### config.mk
export PLATFORM = sky130hd
export DESIGN_NAME = mp_irq_regs
export DESIGN_NICKNAME = d
export VERILOG_FILES = /design/src/rtl/mpirq_pkg.sv /design/src/rtl/mpirq_decode.sv /design/src/rtl/mpirq_lvl_enc.sv /design/src/rtl/mpirq_cpu_bank.sv /design/src/rtl/mpirq_global.sv /design/src/rtl/mp_irq_regs.sv
export SDC_FILE = /design/constraint.sdc
export NUM_CORES = 1
export LEC_CHECK = 0
export BUFFER_PORTS_ARGS = -buffer_cell sky130_fd_sc_hd__buf_4
export CAP_MARGIN = 20
export CORE_MARGIN = 5
export CORE_UTILIZATION = 30
export CTS_CLUSTER_DIAMETER = 120
export DETAILED_ROUTE_END_ITERATION = 12
export GPL_TIMING_DRIVEN = 0
export PLACE_DENSITY = 0.54
export SETUP_SLACK_MARGIN = 0.2
export SLEW_MARGIN = 40
export SYNTH_ARGS = -nofsm -noshare
export SYNTH_HDL_FRONTEND = slang
export SYNTH_SLANG_ARGS = --single-unit
### constraint.sdc
create_clock -name clk -period 10.5 [get_ports clk]
set_input_delay 1.575 -clock clk [delete_from_list [all_inputs] [get_ports clk]]
set_output_delay 1.575 -clock clk [all_outputs]
set_load 0.02 [all_outputs]
### src/rtl/mpirq_pkg.sv
package mpirq_pkg;

   localparam int unsigned LVL_W = 4;

   typedef logic [LVL_W-1:0] lvl_t;

   typedef enum logic [3:0] {
      SEL_NONE,
      SEL_CPU_PEND,
      SEL_CPU_CLR,
      SEL_CPU_SET,
      SEL_SYS_PEND,
      SEL_SYS_MASK,
      SEL_SYS_EN,
      SEL_SYS_DIS,
      SEL_SYS_TGT
   } reg_sel_e;

   // Level carried by bit k of a processor's own pending word.
   function automatic lvl_t own_bit_level(input int unsigned k);
      if (k >= 1 && k <= 15) return lvl_t'(k);
      else if (k == 30)      return lvl_t'(14);
      else if (k == 31)      return lvl_t'(15);
      else                   return '0;
   endfunction

   // Level carried by bit k of the system pending word.
   function automatic lvl_t sys_bit_level(input int unsigned k);
      if (k == 31) return lvl_t'(15);
      return lvl_t'((k % 15) + 1);
   endfunction

endpackage

### src/rtl/mpirq_decode.sv
module mpirq_decode
   import mpirq_pkg::*;
#(
   parameter int unsigned NUM_CPU   = 4,
   parameter int unsigned ADDR_W    = 16,
   parameter int unsigned GRP_SHIFT = 12,
   parameter int unsigned SYS_BASE  = 32'h4000,
   parameter int unsigned CPU_IW    = 2
)(
   input  logic [ADDR_W-1:0] addr,
   output reg_sel_e          sel,
   output logic [CPU_IW-1:0] cpu_idx
);

   logic [ADDR_W-1:0]    sys_off;
   logic [ADDR_W-1:0]    grp;
   logic [GRP_SHIFT-1:0] grp_off;

   assign sys_off = addr - ADDR_W'(SYS_BASE);
   assign grp     = addr >> GRP_SHIFT;
   assign grp_off = addr[GRP_SHIFT-1:0];

   always_comb begin
      sel     = SEL_NONE;
      cpu_idx = '0;
      if (addr >= ADDR_W'(SYS_BASE)) begin
         case (sys_off)
            ADDR_W'(32'h00): sel = SEL_SYS_PEND;
            ADDR_W'(32'h04): sel = SEL_SYS_MASK;
            ADDR_W'(32'h08): sel = SEL_SYS_EN;
            ADDR_W'(32'h0C): sel = SEL_SYS_DIS;
            ADDR_W'(32'h10): sel = SEL_SYS_TGT;
            default:         sel = SEL_NONE;
         endcase
      end else if (grp < ADDR_W'(NUM_CPU)) begin
         cpu_idx = CPU_IW'(grp);
         case (grp_off)
            GRP_SHIFT'(0): sel = SEL_CPU_PEND;
            GRP_SHIFT'(4): sel = SEL_CPU_CLR;
            GRP_SHIFT'(8): sel = SEL_CPU_SET;
            default:       sel = SEL_NONE;
         endcase
      end
   end

endmodule

### src/rtl/mpirq_lvl_enc.sv
module mpirq_lvl_enc
   import mpirq_pkg::*;
#(
   parameter int unsigned DATA_W  = 32,
   parameter bit          SYS_MAP = 1'b0
)(
   input  logic [DATA_W-1:0] vec,
   output lvl_t              lvl
);

   lvl_t bit_lvl [DATA_W];

   // The parameter picks which bit-to-level table this encoder uses.
   for (genvar k = 0; k < DATA_W; k++) begin : g_map
      if (SYS_MAP) begin : g_sys
         assign bit_lvl[k] = sys_bit_level(k);
      end else begin : g_own
         assign bit_lvl[k] = own_bit_level(k);
      end
   end

   always_comb begin
      lvl = '0;
      for (int k = 0; k < DATA_W; k++) begin
         if (vec[k] && (bit_lvl[k] > lvl)) lvl = bit_lvl[k];
      end
   end

endmodule

### src/rtl/mpirq_cpu_bank.sv
module mpirq_cpu_bank
   import mpirq_pkg::*;
#(
   parameter int unsigned DATA_W = 32
)(
   input  logic              clk,
   input  logic              rst_n,
   input  logic              set_stb,
   input  logic              clr_stb,
   input  logic [DATA_W-1:0] wdata,
   input  logic [DATA_W-1:0] sys_vec,
   output logic [DATA_W-1:0] pend,
   output lvl_t              lvl
);

   lvl_t own_lvl;
   lvl_t sys_lvl;

   always_ff @(posedge clk) begin
      if (!rst_n)       pend <= '0;
      else if (set_stb) pend <= pend | wdata;
      else if (clr_stb) pend <= pend & ~wdata;
   end

   mpirq_lvl_enc #(.DATA_W(DATA_W), .SYS_MAP(1'b0)) u_own (
      .vec (pend),
      .lvl (own_lvl)
   );

   mpirq_lvl_enc #(.DATA_W(DATA_W), .SYS_MAP(1'b1)) u_sys (
      .vec (sys_vec),
      .lvl (sys_lvl)
   );

   assign lvl = (own_lvl > sys_lvl) ? own_lvl : sys_lvl;

   p_set_sticks_r2: assert property (@(posedge clk) disable iff (!rst_n)
      set_stb |=> ((pend & $past(wdata)) == $past(wdata)))
      else $error("set port did not raise the written bits");

   p_set_keeps_r2: assert property (@(posedge clk) disable iff (!rst_n)
      set_stb |=> ((pend & $past(pend)) == $past(pend)))
      else $error("set port dropped a pending bit");

   p_clr_drops_r3: assert property (@(posedge clk) disable iff (!rst_n)
      clr_stb |=> ((pend & $past(wdata)) == '0))
      else $error("clear port left a written bit pending");

   p_idle_hold_r3: assert property (@(posedge clk) disable iff (!rst_n)
      (!set_stb && !clr_stb) |=> $stable(pend))
      else $error("pending word changed without an access");

   p_lvl_floor_r8: assert property (@(posedge clk) disable iff (!rst_n)
      pend[31] |-> (lvl == lvl_t'(15)))
      else $error("bit 31 pending but level is not 15");

endmodule

### src/rtl/mpirq_global.sv
module mpirq_global #(
   parameter int unsigned DATA_W      = 32,
   parameter int unsigned NUM_CPU     = 4,
   parameter int unsigned SYNC_STAGES = 2,
   parameter int unsigned CPU_IW      = 2
)(
   input  logic              clk,
   input  logic              rst_n,
   input  logic [DATA_W-1:0] dev_irq,
   input  logic              en_stb,
   input  logic              dis_stb,
   input  logic              tgt_stb,
   input  logic [DATA_W-1:0] wdata,
   output logic [DATA_W-1:0] gpend,
   output logic [DATA_W-1:0] gmask,
   output logic [CPU_IW-1:0] target
);

   logic [SYNC_STAGES-1:0][DATA_W-1:0] stg;

   if (SYNC_STAGES == 1) begin : g_sync1
      always_ff @(posedge clk) begin
         if (!rst_n) stg <= '0;
         else        stg <= dev_irq;
      end
   end else begin : g_syncn
      always_ff @(posedge clk) begin
         if (!rst_n) stg <= '0;
         else        stg <= {stg[SYNC_STAGES-2:0], dev_irq};
      end
   end

   assign gpend = stg[SYNC_STAGES-1];

   always_ff @(posedge clk) begin
      if (!rst_n)       gmask <= '1;
      else if (dis_stb) gmask <= gmask | wdata;
      else if (en_stb)  gmask <= gmask & ~wdata;
   end

   always_ff @(posedge clk) begin
      if (!rst_n) target <= '0;
      else if (tgt_stb && (wdata < DATA_W'(NUM_CPU))) target <= CPU_IW'(wdata);
   end

   p_mask_dis_r6: assert property (@(posedge clk) disable iff (!rst_n)
      dis_stb |=> ((gmask & $past(wdata)) == $past(wdata)))
      else $error("disable port did not mask the written sources");

   p_mask_en_r6: assert property (@(posedge clk) disable iff (!rst_n)
      en_stb |=> ((gmask & $past(wdata)) == '0))
      else $error("enable port did not unmask the written sources");

   p_mask_hold_r6: assert property (@(posedge clk) disable iff (!rst_n)
      (!en_stb && !dis_stb) |=> $stable(gmask))
      else $error("mask changed without a mask access");

   p_tgt_legal_r7: assert property (@(posedge clk) disable iff (!rst_n)
      (tgt_stb && (wdata >= DATA_W'(NUM_CPU))) |=> $stable(target))
      else $error("out-of-range target value was taken");

   p_tgt_range_r7: assert property (@(posedge clk) disable iff (!rst_n)
      32'(target) < NUM_CPU)
      else $error("target names a missing processor");

endmodule

### src/rtl/mp_irq_regs.sv
module mp_irq_regs
   import mpirq_pkg::*;
#(
   parameter int unsigned NUM_CPU     = 4,
   parameter int unsigned DATA_W      = 32,
   parameter int unsigned ADDR_W      = 16,
   parameter int unsigned GRP_SHIFT   = 12,
   parameter int unsigned SYS_BASE    = 32'h4000,
   parameter int unsigned SYNC_STAGES = 2
)(
   input  logic                      clk,
   input  logic                      rst_n,
   input  logic                      bus_valid,
   input  logic                      bus_write,
   input  logic [ADDR_W-1:0]         bus_addr,
   input  logic [DATA_W-1:0]         bus_wdata,
   output logic [DATA_W-1:0]         bus_rdata,
   input  logic [DATA_W-1:0]         dev_irq,
   output logic [NUM_CPU*LVL_W-1:0]  cpu_irq_lvl
);

   localparam int unsigned CPU_IW = (NUM_CPU > 1) ? $clog2(NUM_CPU) : 1;

   if (DATA_W != 32) begin : g_bad_width
      $error("DATA_W must be 32: bits 30 and 31 carry fixed levels");
   end
   if (NUM_CPU < 1 || NUM_CPU > 16) begin : g_bad_cpus
      $error("NUM_CPU must lie in 1..16");
   end
   if (GRP_SHIFT < 4) begin : g_bad_shift
      $error("GRP_SHIFT too small for a three-word group");
   end
   if (SYS_BASE < (NUM_CPU << GRP_SHIFT)) begin : g_bad_base
      $error("system group overlaps the processor groups");
   end
   if (SYNC_STAGES < 1) begin : g_bad_sync
      $error("SYNC_STAGES must be at least 1");
   end

   reg_sel_e                       sel;
   logic [CPU_IW-1:0]              cpu_idx;
   logic                           wr;
   logic                           rd;
   logic [DATA_W-1:0]              gpend;
   logic [DATA_W-1:0]              gmask;
   logic [CPU_IW-1:0]              target;
   logic [DATA_W-1:0]              routed;
   logic [NUM_CPU-1:0][DATA_W-1:0] pend_arr;
   logic [DATA_W-1:0]              rd_next;

   assign wr = bus_valid && bus_write;
   assign rd = bus_valid && !bus_write;

   mpirq_decode #(
      .NUM_CPU   (NUM_CPU),
      .ADDR_W    (ADDR_W),
      .GRP_SHIFT (GRP_SHIFT),
      .SYS_BASE  (SYS_BASE),
      .CPU_IW    (CPU_IW)
   ) u_dec (
      .addr    (bus_addr),
      .sel     (sel),
      .cpu_idx (cpu_idx)
   );

   mpirq_global #(
      .DATA_W      (DATA_W),
      .NUM_CPU     (NUM_CPU),
      .SYNC_STAGES (SYNC_STAGES),
      .CPU_IW      (CPU_IW)
   ) u_sys (
      .clk     (clk),
      .rst_n   (rst_n),
      .dev_irq (dev_irq),
      .en_stb  (wr && (sel == SEL_SYS_EN)),
      .dis_stb (wr && (sel == SEL_SYS_DIS)),
      .tgt_stb (wr && (sel == SEL_SYS_TGT)),
      .wdata   (bus_wdata),
      .gpend   (gpend),
      .gmask   (gmask),
      .target  (target)
   );

   assign routed = gpend & ~gmask;

   for (genvar c = 0; c < NUM_CPU; c++) begin : g_cpu
      logic              hit;
      logic [DATA_W-1:0] sys_vec;
      lvl_t              lvl;

      assign hit     = wr && (cpu_idx == CPU_IW'(c));
      assign sys_vec = (target == CPU_IW'(c)) ? routed : '0;

      mpirq_cpu_bank #(.DATA_W(DATA_W)) u_bank (
         .clk     (clk),
         .rst_n   (rst_n),
         .set_stb (hit && (sel == SEL_CPU_SET)),
         .clr_stb (hit && (sel == SEL_CPU_CLR)),
         .wdata   (bus_wdata),
         .sys_vec (sys_vec),
         .pend    (pend_arr[c]),
         .lvl     (lvl)
      );

      assign cpu_irq_lvl[c*LVL_W +: LVL_W] = lvl;

      p_no_stray_sys_r9: assert property (@(posedge clk) disable iff (!rst_n)
         ((target != CPU_IW'(c)) && (pend_arr[c] == '0)) |-> (lvl == '0))
         else $error("non-target processor raised a level with nothing pending");
   end

   always_comb begin
      case (sel)
         SEL_CPU_PEND: rd_next = pend_arr[cpu_idx];
         SEL_SYS_PEND: rd_next = gpend;
         SEL_SYS_MASK: rd_next = gmask;
         SEL_SYS_TGT:  rd_next = DATA_W'(target);
         default:      rd_next = '0;
      endcase
   end

   always_ff @(posedge clk) begin
      if (!rst_n)  bus_rdata <= '0;
      else if (rd) bus_rdata <= rd_next;
   end

   p_wo_reads_zero_r4: assert property (@(posedge clk) disable iff (!rst_n)
      (rd && (sel inside {SEL_CPU_CLR, SEL_CPU_SET, SEL_SYS_EN, SEL_SYS_DIS, SEL_NONE}))
      |=> (bus_rdata == '0))
      else $error("write-only or unmapped read returned data");

   p_rdata_hold_r10: assert property (@(posedge clk) disable iff (!rst_n)
      !rd |=> $stable(bus_rdata))
      else $error("read data moved without a read");

endmodule

==> summary.md, run 1 <==
| Metric | Value |
|---|---|
| CTS resizes | 0 |
| Mux share of post-synthesis cell area | a little under a tenth |
| Global-route wire length before repair | between 80,000 and 90,000 um |
| Initial antenna violation count | 3 |
| Placed Cells | 2,489 |
| # rows | a little under 80 |
| Post-synthesis compound-gate area fraction | 16.2% |
| Die area | 51,600 um2 |
| Setup TNS | 0 ns |
| Post-Synthesis Cells | between 1,500 and 2,000 |
| Hold buffers post-CTS | 0 |
| CP Max Fanout | 10 |
| Later-pin clock latency in the skew report | 0.58 ns |
| Port buffer count | 97 |
| Yosys top cell by area | dfxtp_1 |
| Max Cap Viol | 0 |
| Worst-margin pin slew | 0.915 ns |
| Post-route setup slack | about 3.6 ns |
| Sequential share of the synthesized area | a little over a third |
| Post-synthesis xor/xnor area fraction | less than 1% |
| Non-Filler Instances | around 2,500 |
| Post-CTS Setup Bufs | 0 |
| EDFF count, synth | 0 |
| Max Buffers Root-to-Sink | 3 |
| Final Max Slew Viols | 0 |
| DR DRC count | 0 |
| Avg Inst Size Synth | around 7.9 um2 |
| Fin util | between 30% and 40% |
| Layout cells sized above 1 | 14.4% |
| Worst Setup Start Kind | flip-flop |
| H-tree Lvls | 1 |
| Slew HR | around two fifths |
| DRT antenna net count | 0 |
| Worst Hold Class | reg2reg |
| Pwr Density | around 130 nW/um2 |
| GRT Total Usage | between 20% and 30% |
| Post-synth top area share | ~36% |
| Die height | between 200 and 250 um |
| DPL Wire Length | around 44,000 um |
| Setup violators final | 0 |
| Area grow syn2layout | 17.3% |
| DR WL/cell | 22.5 um |
| Synth warnings | 0 |
| Fraction of the mapped netlist area in simple logic gates | a little under a third |
| Hold Fails Final Rpt | 0 |
| Final Cycle Share | between 60 and 70% |
| CP required | slightly below 9 ns |
| Pre-CTS WS | between 4 and 5 ns |
| Core area | around 47,000 um2 |
| Mapped Area | ~14,000 um2 |
| I/O pins | 132 |
| Horiz. Die Dim | roughly 230 um |
| LEAKAGE | 6.72 nW |
| Finished layout cell area | 16,600 um2 |
| Largest net degree at the start of global routing | 16 |
| Reg clk slew, reported paths | roughly 0.06 ns |
| Worst path arrival time | roughly 5.3 ns |
| Synth Area in Adders | 1.41% |
| Synth cell types | 93 |
| Post-synth ARST share | 0% |
| Placed cell area | 15,700 um2 |
| Seq cells post-synth | around 260 |
| Drt pass-1 iters | 9 |
| CTS Buf Count | 29 |
| Crit. End Element | primary output |
| Status | complete, no violations |
| Max frequency | about 150 MHz |
| Clock skew | 0.0268 ns |
| WS Path Type | reg2out |
| Grt ovf | 0 |
| Synthesized net count | roughly 1,900 |
| RSZ-0062 raised after global routing | no |
| Via count | 13,800 |
| CTS tree | yes |
| Vias per Instance | around 5.4 |
| First DRT Iteration DRCs | 1,512 |
| Main area contributors after synthesis | dfxtp_1, nand2_1, mux2i_1 |
| Main combinational cell family by area after synthesis | simple AND/OR/NAND/NOR gates |
| Min cycle time layout | 6.90 ns |
| VDD IR max | between 100 and 150 uV |
| Initial Util | 30.3% |
| GPL Wtd Cong | about 0.95 |
| Num Clock Sinks | 258 |
| Primary FF master, synth | dfxtp_1 |
| WL final | between 50,000 and 60,000 um |
| Final #Nets | 2,013 |
| Root buffer cell | clkbuf_16 |
| Vias in the first global route | 13,400 |
-- critical path, stage by stage, from the launching register on --
cell	delay [ns]
dfxtp_1	0.38
nor2b_1	0.53
nor4_4	0.14
buf_6	0.18
nand3_1	0.33
nor2_1	0.12
a311oi_2	0.48
nor2_1	0.11
a21oi_1	0.16
o211ai_1	0.10
a21oi_1	0.26
nor2_1	0.08
ha_1	0.29
nor2b_1	0.14
o21ai_0	0.16
nand2b_1	0.07
a21oi_1	0.14
a41o_1	0.28
nor4b_1	0.11
a41oi_1	0.43
buf_4	0.24
-- placed cells by master, fill, tap and decap left out, drive strengths merged, types with 6 or more instances in the layout --
cell,netlist,routed
a211oi,6,6
a21oi,89,89
a221oi,33,33
a222oi,30,30
a31oi,15,15
and2,101,101
buf,55,154
clkbuf,88,130
clkinv,0,8
dfxtp,258,258
ha,16,16
inv,23,24
mux2,30,30
mux2i,94,94
nand2,311,311
nand2b,21,21
nand3,85,85
nand4,10,10
nor2,135,135
nor2b,122,122
nor3,39,39
nor4,23,23
o211ai,7,7
o21a,7,7
o21ai,67,67
o21bai,11,11
or2,7,7
or2b,12,12
-- cell usage after synthesis, types with 15 or more instances --
library cell  count
nor2_1          132
o21ai_0          63
nand3_1          85
a222oi_1         30
mux2i_1          94
a31oi_1          15
nor3_1           36
nor2b_1         118
a221oi_1         32
dfxtp_1         258
ha_1             16
buf_2            44
nor4_1           20
a21oi_1          88
and2_1           99
nand2b_1         21
clkbuf_1         88
nand2_1         311
inv_1            23
mux2_2           30
-- power by group --
group | switching (W) | total (W) | internal, W
clock | 0.000437 | 0.00100 | 0.000566
sequential | 0.00000649 | 0.000997 | 0.000990
combinational | 0.0000670 | 0.000104 | 0.0000373
total | 0.000510 | 0.00210 | 0.00159
-- worst paths after layout --
check / to / depth (start not counted) / slack, ns / startpoint
max: cpu_irq_lvl[0] / 20 / 3.60 / u_sys.gpend[12]
min: u_sys.gpend[12] / 1 / 0.43 / u_sys.stg[12]
max reg2reg: bus_rdata[0] / 6 / 8.43 / flip-flop
min reg2reg: u_sys.gpend[12] / 1 / 0.43 / u_sys.stg[12]
-- routing by layer --
layer  vias up  part of all wire, %  routed length [um]  track usage (%)
met3       114                  7.5                4280             3.15
met1      6583                   44               25200             29.6
li1       6487                    -                   -                -
met5         -                0.035                  20                0
met4         2                  4.2                2410             7.99
met2       569                   44               25300             33.6
-- stage by stage --
stage               hold slack, ns  total power, W
detailed placement           0.420         0.00112
global route                 0.445         0.00217
CTS                          0.426         0.00212
floorplan                    0.412         0.00107
finish                       0.427         0.00210
global placement             0.419         0.00112
-- logic make-up after synthesis --
family                     Yosys count
and+or+nand+nor                    890
AOI/OAI and AO/OA                  328
DFF                                258
buffers and inverters              166
muxes                              124
adders and majority gates           16
xor gates and xnor gates             1
-- cell type report --
class / count / area [um2]
buffer: 143 / 618
clock buffer: 42 / 855
antenna: 1 / 2.50
inverter: 23 / 86.3
clock inverter: 11 / 78.8
fill: 4972 / 30100
sequential: 258 / 5160
timing repair buffer: 99 / 738
tap: 607 / 759
multi-input combinational: 1359 / 8300
No activity file was read; power rests on OpenSTA's default activity.
==> run 2, diff against run 1 <==
==> constraint.sdc (replaced) <==
create_clock -name clk -period 6.4 [get_ports clk]
set_input_delay 0.96 -clock clk [delete_from_list [all_inputs] [get_ports clk]]
set_output_delay 0.96 -clock clk [all_outputs]
set_load 0.02 [all_outputs]
==> run 2 against run 1 <==
Effect of this change: count of clock-buffer cells in the layout unchanged; sequential share of layout area decreased by 0.22 points; design area is 0.70% higher; wire length fell by 0.11%; critical path type unchanged.
==> summary.md, run 2 (synthesis gave the netlist of run 1 again) <==
| Metric | Value |
|---|---|
| Final #Nets | 2,016 (was 2,013) |
| Grt ovf | 0 (unchanged) |
| Critical-path cell list | nor2b_2 -> or4_4 -> nor3_4 -> and4b_4 -> or2_1 -> a31oi_1 -> nor4b_1 -> o31ai_1 -> a21oi_1 -> ha_1 -> nor2b_1 -> o21ai_0 -> nand2b_1 -> a21oi_1 -> a41o_1 -> mux2_2 -> buf_4 (was nor2b_1 -> nor4_4 -> buf_6 -> nand3_1 -> nor2_1 -> a311oi_2 -> nor2_1 -> a21oi_1 -> o211ai_1 -> a21oi_1 -> nor2_1 -> ha_1 -> nor2b_1 -> o21ai_0 -> nand2b_1 -> a21oi_1 -> a41o_1 -> nor4b_1 -> a41oi_1 -> buf_4) |
| CTS Buf Count | 29 (unchanged) |
| Worst-margin pin slew | 0.942 ns (was 0.915 ns) |
| Via count | 13,800 (about the same) |
| Root buffer cell | clkbuf_16 (unchanged) |
| CP Launch Point | u_sys.gpend[4] (was u_sys.gpend[12]) |
| RSZ-0062 raised after global routing | yes (was no) |
| Layout cells sized above 1 | 15.1% (was 14.4%) |
| Pwr Density | 206 nW/um2 (was 127 nW/um2) |
| Final Cycle Share | 94.7% |
| GPL Wtd Cong | 0.948 (unchanged) |
| Later-pin clock latency in the skew report | 0.58 ns (about the same) |
| DRT antenna net count | 0 (unchanged) |
| Crit. End Element | primary output (unchanged) |
| Register-to-Register Path Depth | 6 (unchanged) |
| Clock skew | 0.0288 ns (was 0.0268 ns) |
| Max frequency | between 150 and 200 MHz |
| P_int | 0.00261 W (was 0.00159 W) |
| Setup TNS | 0 ns (unchanged) |
| DPL Wire Length | 44,400 um (unchanged) |
| Port buffer count | 97 (unchanged) |
| Overall power | 0.00345 W (was 0.00210 W) |
| LEAKAGE | 6.76 nW (was 6.72 nW) |
| Reg clk slew, reported paths | 0.06 ns (about the same) |
| Vias in the first global route | 13,400 (unchanged) |
| Core area | 46,700 um2 (unchanged) |
| I/O pins | 132 (unchanged) |
| Psw | 0.000833 W (was 0.000510 W) |
| Die height | 227 um (unchanged) |
| Status | complete, no violations (unchanged) |
| Horiz. Die Dim | 227 um (unchanged) |
| Area grow syn2layout | 18.1% (was 17.3%) |
| Finished layout cell area | 16,700 um2 (was 16,600 um2) |
| Global-route wire length before repair | 83,800 um (unchanged) |
| Min cycle time layout | a little over 6 ns |
| Hold buffers post-CTS | 0 (unchanged) |
| CP peak stage delay | 0.62 ns (was 0.53 ns) |
| Initial antenna violation count | 3 (unchanged) |
| Max Cap Viol | 0 (unchanged) |
| Largest net degree at the start of global routing | 16 (unchanged) |
| DR DRC count | 0 (unchanged) |
| Final Max Slew Viols | 0 (unchanged) |
| Commonest non-fill, non-tap cell in the layout | nand2_1 (unchanged) |
| Max Buffers Root-to-Sink | 3 (unchanged) |
| Worst path arrival time | 5.10 ns (was 5.32 ns) |
| Num Clock Sinks | 258 (unchanged) |
| DR WL/cell | 22.5 um (about the same) |
| Hold path start | u_sys.stg[12] (unchanged) |
| CTS tree | yes (unchanged) |
| Worst Setup Start Kind | flip-flop (unchanged) |
| GRT Total Usage | 21.3% (unchanged) |
| Worst Hold Class | reg2reg (unchanged) |
| Power share of the combinational group | 5.0% (about the same) |
| Setup violators final | 0 (unchanged) |
| Hold Path Depth | 1 (unchanged) |
| Worst path most repeated cell | a21oi_1 |
| H-tree Lvls | 1 (unchanged) |
| Drt pass-1 iters | 9 (unchanged) |
| CP Max Fanout | 7 (was 10) |
| Sequential share of power | 47.5% (was 47.4%) |
| # rows | 79 (unchanged) |
| Clk pwr share | 47.6% (about the same) |
| WS Path Type | reg2out (unchanged) |
| Placed cell area | 15,700 um2 (unchanged) |
| Vias per Instance | 5.43 (was 5.41) |
| Slew HR | 37.1% (was 38.9%) |
| Most frequent cells in the layout | nand2_1, dfxtp_1, nor2_1, nor2b_1, buf_4 (was nand2_1, dfxtp_1, nor2_1, nor2b_1) |
| Die area | 51,600 um2 (unchanged) |
| Hold Fails Final Rpt | 0 (unchanged) |
| Fin util | 35.8% (was 35.6%) |
| Switching Share | 24.2% (was 24.3%) |
| VDD IR max | 203 uV (was 124 uV) |
| CP required | 5.44 ns (was 8.93 ns) |
| Initial Util | 30.3% (unchanged) |
| Critical-path top delay cell | or4_4 (was nor2b_1) |
| First DRT Iteration DRCs | 1,517 (was 1,512) |
| WL final | 57,200 um (about the same) |
run 2: final cells by class:
| cell class | count | area (um2) |
|---|---|---|
| repair buffers | 102 | 761 |
| diodes | 1 | 2.50 |
| flip-flops and latches | 258 | 5160 |
| multi-input cells | 1359 | 8390 |
| fillers | 4973 | 29900 |
| inverters | 23 | 86.3 |
| plain buffers | 143 | 618 |
| well taps | 607 | 759 |
| clock buffers | 42 | 855 |
| clock inverters | 11 | 78.8 |
run 2: worst max-delay path: cells and delay by family, from the launching register on:
family          cells  cell delay (ns)
simple gates        8             2.28
buf+inv             1             0.16
fa+ha+maj           1             0.28
flops               1             0.35
compound gates      6             1.06
mux                 1             0.39
run 2: worst paths after layout:
path	to	slack (ns)
min	u_sys.gpend[12]	0.43
max	cpu_irq_lvl[4]	0.34
min reg2reg	u_sys.gpend[12]	0.43
max reg2reg	bus_rdata[0]	4.30
run 2: what timing repair did:
action	in CTS	in global routing
resized for setup	0	18
setup endpoints to repair	0	10
buffers inserted	0	3
run 2: per-layer routing:
| metal | up-vias | global-route usage, % | wire length [um] |
|---|---|---|---|
| met5 | - | 0 | 20 |
| met4 | 2 | 7.99 | 2460 |
| met3 | 119 | 3.15 | 3940 |
| met2 | 592 | 33.6 | 25300 |
| met1 | 6612 | 29.6 | 25500 |
| li1 | 6490 | - | - |
run 2: per-stage QoR:
stage | setup WS [ns] | cells | hold slack [ns]
6_report | 0.342 | 2546 | 0.427
5_1_grt | 0.174 | 2545 | 0.445
4_1_cts | 0.247 | 2542 | 0.426
3_5_place_dp | 0.888 | 2489 | 0.420
3_3_place_gp | 0.858 | 2487 | 0.419
2_1_floorplan | 1.79 | 1783 | 0.412
run 2: power by group through the flow:
stage          sequential [W]  clock [W]  combinational, W
2_1_floorplan         0.00166          0         0.0000887
3_3_place_gp          0.00167          0          0.000169
3_5_place_dp          0.00167          0          0.000171
4_1_cts               0.00164    0.00168          0.000171
5_1_grt               0.00164    0.00174          0.000183
6_report              0.00164    0.00164          0.000171
